===== config.mk =====
export PLATFORM = sky130hd
export DESIGN_NAME = slot_remapper
export DESIGN_NICKNAME = d
export VERILOG_FILES = /design/src/rtl/slot_remap_pkg.sv /design/src/rtl/slot_pid_reg.sv /design/src/rtl/slot_remap_lane.sv /design/src/rtl/slot_remapper.sv
export SDC_FILE = /design/constraint.sdc
export NUM_CORES = 1
export LEC_CHECK = 0
export BUFFER_PORTS_ARGS = -buffer_cell sky130_fd_sc_hd__buf_2
export CORE_MARGIN = 5
export CORE_UTILIZATION = 41
export CTS_BUF_LIST = sky130_fd_sc_hd__clkbuf_4
export CTS_CLUSTER_SIZE = 24
export DETAILED_ROUTE_END_ITERATION = 7
export PLACE_DENSITY = 0.82
export SYNTH_ARGS = -nofsm -noshare
export SYNTH_HDL_FRONTEND = slang
export SYNTH_HIERARCHICAL = 1
export SYNTH_SLANG_ARGS = --single-unit

===== constraint.sdc =====
create_clock -name clk -period 1.1 [get_ports clk]
set_input_delay 0.165 -clock clk [delete_from_list [all_inputs] [get_ports clk]]
set_output_delay 0.165 -clock clk [all_outputs]
set_load 0.01 [all_outputs]

===== src/rtl/slot_remap_pkg.sv =====
package slot_remap_pkg;
  localparam int unsigned ADDR_W = 32;
  localparam int unsigned PID_W  = 7;
  localparam int unsigned SLOT_LSB = ADDR_W - PID_W;
  localparam int unsigned LANES = 2;

  typedef logic [ADDR_W-1:0] addr_t;
  typedef logic [PID_W-1:0]  pid_t;

  typedef enum logic [0:0] {
    LANE_INST = 1'b0,
    LANE_DATA = 1'b1
  } lane_e;
endpackage


===== src/rtl/slot_pid_reg.sv =====
module slot_pid_reg #(
  parameter int unsigned ADDR_W = 32,
  parameter int unsigned PID_W  = 7
) (
  input  logic              clk,
  input  logic              rst,
  input  logic              we,
  input  logic [PID_W-1:0]  wr_pid,
  output logic [PID_W-1:0]  pid,
  output logic [ADDR_W-1:0] rd_word
);
  localparam int unsigned LOW_W = ADDR_W - PID_W;

  always_ff @(posedge clk) begin
    if (rst) begin
      pid <= '0;
    end else if (we) begin
      pid <= wr_pid;
    end
  end

  assign rd_word = {pid, {LOW_W{1'b0}}};
endmodule


===== src/rtl/slot_remap_lane.sv =====
module slot_remap_lane #(
  parameter int unsigned ADDR_W = 32,
  parameter int unsigned PID_W  = 7
) (
  input  logic              clk,
  input  logic              rst,
  input  logic [PID_W-1:0]  pid,
  input  logic [ADDR_W-1:0] va,
  output logic [ADDR_W-1:0] mva
);
  localparam int unsigned LOW_W = ADDR_W - PID_W;

  logic              in_low_slot;
  logic [ADDR_W-1:0] mapped;

  assign in_low_slot = (va[ADDR_W-1:LOW_W] == '0);
  assign mapped      = in_low_slot ? {pid, va[LOW_W-1:0]} : va;

  always_ff @(posedge clk) begin
    if (rst) begin
      mva <= '0;
    end else begin
      mva <= mapped;
    end
  end
endmodule


===== src/rtl/slot_remapper.sv =====
module slot_remapper
  import slot_remap_pkg::*;
(
  input  logic              clk,
  input  logic              rst,
  input  logic              pid_we,
  input  logic [ADDR_W-1:0] pid_wdata,
  output logic [ADDR_W-1:0] pid_rdata,
  input  logic [ADDR_W-1:0] inst_va,
  input  logic [ADDR_W-1:0] data_va,
  output logic [ADDR_W-1:0] inst_mva,
  output logic [ADDR_W-1:0] data_mva
);
  pid_t  cur_pid;
  addr_t lane_in  [LANES];
  addr_t lane_out [LANES];

  logic unused_wdata_low;
  assign unused_wdata_low = ^pid_wdata[SLOT_LSB-1:0];

  slot_pid_reg #(
    .ADDR_W (ADDR_W),
    .PID_W  (PID_W)
  ) u_pid (
    .clk     (clk),
    .rst     (rst),
    .we      (pid_we),
    .wr_pid  (pid_wdata[ADDR_W-1:SLOT_LSB]),
    .pid     (cur_pid),
    .rd_word (pid_rdata)
  );

  assign lane_in[LANE_INST] = inst_va;
  assign lane_in[LANE_DATA] = data_va;

  for (genvar g = 0; g < LANES; g++) begin : g_lane
    slot_remap_lane #(
      .ADDR_W (ADDR_W),
      .PID_W  (PID_W)
    ) u_lane (
      .clk (clk),
      .rst (rst),
      .pid (cur_pid),
      .va  (lane_in[g]),
      .mva (lane_out[g])
    );
  end

  assign inst_mva = lane_out[LANE_INST];
  assign data_mva = lane_out[LANE_DATA];
endmodule


==> Word-level counts from Yosys, hierarchy flattened <==
Index checks and enable logic that the tools add are counted.
{ "word_totals": {"reg_bits": 71, "in_bits": 99, "output_inout_bits": 96, "wordCells": 7} }
{ "op_classes": {"muxes": 2, "reduce_logical": 2} }
{ "op_table": {"columns": ["op", "count"], "rows": [
  ["two-way mux 32 bit", 2],
  ["zero test 7 bit", 2]
]} }

==> Longest topological paths before layout <==
{ "depth": {"ltp_word": 2, "mapped_depth": 3, "depth_no_buf": 2} }

==> Modules after synthesis <==
The synthesis kept the hierarchy.
{ "by_module_without_submodules": {"columns": ["module", "n_inst", "cells_each", "area_each_um2", "seq_area_each_um2"], "rows": [
  ["slot_remap_lane", 2, 83, 1016.0, 640.6],
  ["slot_pid_reg", 1, 55, 491.7, 140.1]
]} }

==> Least setup slack after synthesis <==
OpenSTA, ideal clock, no wires.
{ "synth_path": {"path_kind": "reg2reg", "start": "register u_pid.pid[0]", "end": "register g_lane[0].u_lane.mva[25]", "setup_ns": 0.073, "arrival_time_ns": 0.851, "t_required_ns": 1.027, "setup_slack_ns": 0.175, "path_stages_with_launch": 3, "n_path_buf": 0, "period_less_slack_ns": 0.925, "path_cell_list": "dfxtp_1 > or4b_1 > o22ai_2"} }
{ "synth_via": {"elab_chain_len": 1} }
{ "synth_lines": {"columns": ["item", "line_no", "rtl"], "rows": [
  ["from (decl)", "slot_pid_reg.sv:9", "output logic [PID_W-1:0] pid,"],
  ["from (signal assigned)", "slot_pid_reg.sv:18", "pid <= wr_pid;"],
  ["two-way mux 32 bit", "slot_remap_lane.sv:17", "assign mapped = in_low_slot ? {pid, va[LOW_W-1:0]} : va;"],
  ["to (signal assigned)", "slot_remap_lane.sv:23", "mva <= mapped;"],
  ["to (decl)", "slot_remap_lane.sv:9", "output logic [ADDR_W-1:0] mva"]
]} }
No other way between the ends.
A chain may end at the register's enable or synchronous reset.

==> Final worst setup path <==
{ "layout_path": {"start": "register u_pid.pid[5]", "end": "output pid_rdata[30]"} }
{ "layout_lines": {"columns": ["item", "line_no", "rtl"], "rows": [
  ["to (decl)", "slot_remapper.sv:8", "output logic [ADDR_W-1:0] pid_rdata,"]
]} }
No word-level cell between the ends.

==> results_dict.tcl <==
set metrics [dict create \
    status "complete, but fails checks" \
    violations "setup timing" \
    ff2ff_setup_slack_ps 20 \
    vias 2198 \
    powerDensity_mw_per_mm2 1390 \
    synth.avg_cell_area_um2 11.4 \
    criticalPathCategory "reg -> out" \
    dp_hpwl_um 4620 \
    io_buffers 144 \
    start_util_pct 42.4 \
    syn-cell-area_mm2 0.00252 \
    clockRootBuffer "clkbuf_4" \
    drc_errors 0 \
    synth_compound_area_share_pct 6.94 \
    ys_seq_area_share_pct 56.3 \
    worstHoldEndpoint "g_lane[1].u_lane/mva[27]" \
    clkTransAtPathRegs_ps 120 \
    layout_commonest_cell "buf_2" \
    yosys_warnings 6 \
    regToRegStartpoint "u_pid/pid[5]" \
    die_y_um 88.5 \
    critPathLaunchType "flop" \
    multi_input_area_um2 878 \
    grt_usage_pct 18.3 \
    clk_latency_ps 400 \
    synth_top_family_by_area "simple AND/OR/NAND/NOR gates" \
    fillerInstances 462 \
    reg2regPathDepth 3 \
    drive_above_1_share_pct 46.8 \
    min_from "data_va[27]" \
    ys_ff_latch 71 \
    die_w_um 88.5 \
    cp-end-kind "primary output" \
    yosys-mux-area-fraction_pct 2.78 \
    worstPathArrival_ps 960 \
    netlist_instances 221 \
    cp_data_required_time_ps 940 \
    synth_top_area_share_pct 56.3 \
    whs_ps 53.8 \
    hold_depth 3 \
    dr.pass1.iters 4 \
    cts_tree "yes" \
    cts_htree_levels 3 \
    hold_viol_final 0 \
    synth_top_cell_by_area "dfxtp_1" \
    rsz0062_at_grt "true" \
    core_mm2 0.00596 \
    synth_fa_ha_area_share_pct 0 \
    die-area_mm2 0.00782 \
    finalNetCount 526 \
    grt_pass1_wl_um 10800 \
    routed_wl_um 7090 \
    regToRegEndpoint "g_lane[1].u_lane/mva[30]" \
    final.min_clock_period_ps 1130 \
    yosysUniqueCellTypes 13 \
    drt_iter0_drc 36 \
    area_growth_pct 61.5 \
    most-common-layout-cells "buf_2 (136), dfxtp_1 (60), dlygate4sd3_1 (57)" \
    ir_drop_v 0.00101 \
    ant_nets 0 \
    diodes 0 \
    clock_skew_ps 14.6 \
    first_global_vias 2315 \
    leakagePower_nw 2.00 \
    tns_ps -48.3 \
    finalCritPeriodShare_pct 102 \
    finalPower_mw 5.69 \
    cts_made_buffers 9 \
    fmax_mhz 888 \
    routedWlPerCell_um 14.0 \
    overflow 0 \
    worstHoldPathType "in -> reg" \
    slew_viol_final 0 \
    grt_start_max_net_pins 40 \
    viasPerCell 4.34 \
    worst_slack_ps -26.2 \
    path_max_fanout 2 \
    io_pins 195 \
    place.gp.congestion 0.733 \
    ys_top_cells_by_area "dfxtp_1 (56%), nor2b_1 (12%), buf_4 (9.5%), o22ai_2 (6.9%), or4b_1 (5.6%)" \
    synth_xor_area_share_pct 0 \
    max-cap-violations 0 \
    yosys.area_share.simple_pct 20.8 \
    ff_latch_area_mm2 0.00145 \
    clockBufferDepth 2 \
    num_rows 28 \
    antenna_found_initial 0 \
    final-setup-viol-count 2 \
    clock-sinks 71 \
]
through the flow:
step	utilization, %	setup WS, ps	std cells	cell area [um2]
after floorplan	-	175	245	2610
after global placement	53.8	40.3	432	3200
after detailed placement	53.8	19.6	432	3200
after CTS	68.0	-64.4	507	4050
after global routing	68.4	-88.4	507	4080
final	68.4	-26.2	507	4080
repair_timing:
| action | in CTS | in global routing |
|---|---|---|
| cloned | 0 | 0 |
| setup buffers | 2 | 0 |
| hold endpoints to repair | 57 | 0 |
| hold buffers | 57 | 0 |
| gates resized for setup | 23 | 10 |
| setup endpoints to repair | 7 | 15 |
final cells by class:
cell class | instances | area share, %
Clock buffer | 9 | 1.66
Clock inverter | 7 | 2.95
Timing Repair Buffer | 210 | 34.7
Tap cell | 75 | 2.30
Sequential cell | 71 | 35.5
Multi-Input combinational cell | 121 | 21.5
Inverter | 14 | 1.29
worst max-delay path by stage:
| stage | slack (ps) | cells past startpoint | from | end |
|---|---|---|---|---|
| 2_1_floorplan | 180 | 2 | u_pid/pid[0] | g_lane[0].u_lane/mva[25] |
| 4_1_cts | -60 | 2 | u_pid/pid[4] | pid_rdata[29] |
| 3_3_place_gp | 40 | 3 | data_va[26] | g_lane[1].u_lane/mva[25] |
| 5_1_grt | -90 | 2 | u_pid/pid[4] | pid_rdata[29] |
| 6_report | -30 | 2 | u_pid/pid[5] | pid_rdata[30] |
| 3_5_place_dp | 20 | 3 | data_va[26] | g_lane[1].u_lane/mva[28] |
power breakdown:
part / internal [mW] / switching [mW]
Combinational: 0.463 / 0.371
Clock: 1.16 / 0.940
Sequential: 2.71 / 0.0466
logic make-up (layout without fill, tap and decap cells):
kind of cell | after synthesis | count (layout)
compound gates | 14 | 14
buf+inv | 53 | 240
flops | 71 | 71
mux | 7 | 7
other cells | 1 | 25
simple gates | 75 | 75
state kept, by name (all words and copies together) (netlist names):
register / count
u_pid/pid: 7
g_lane.u_lane/mva: 64
worst max-delay path, cell delays in order (launching register included):
cell     delay, ps
dfxtp_2        340
buf_6          110
buf_6          110
Yosys cell counts, drive strengths merged:
| library cell | count |
|---|---|
| inv | 14 |
| buf | 35 |
| nor2b | 50 |
| nor2 | 7 |
| o22ai | 14 |
| dfxtp | 71 |
| or4b | 14 |
| clkbuf | 4 |
| conb | 1 |
| mux2i | 7 |
| or4 | 4 |
routing by layer:
layer	GRT usage (%)	share of wire (%)	wire, um
met3	6.15	10	718
met1	19.0	36	2530
met4	10.2	3.0	212
met5	0	0	0
met2	32.5	51	3630
No activity file was read; power rests on OpenSTA's default activity.
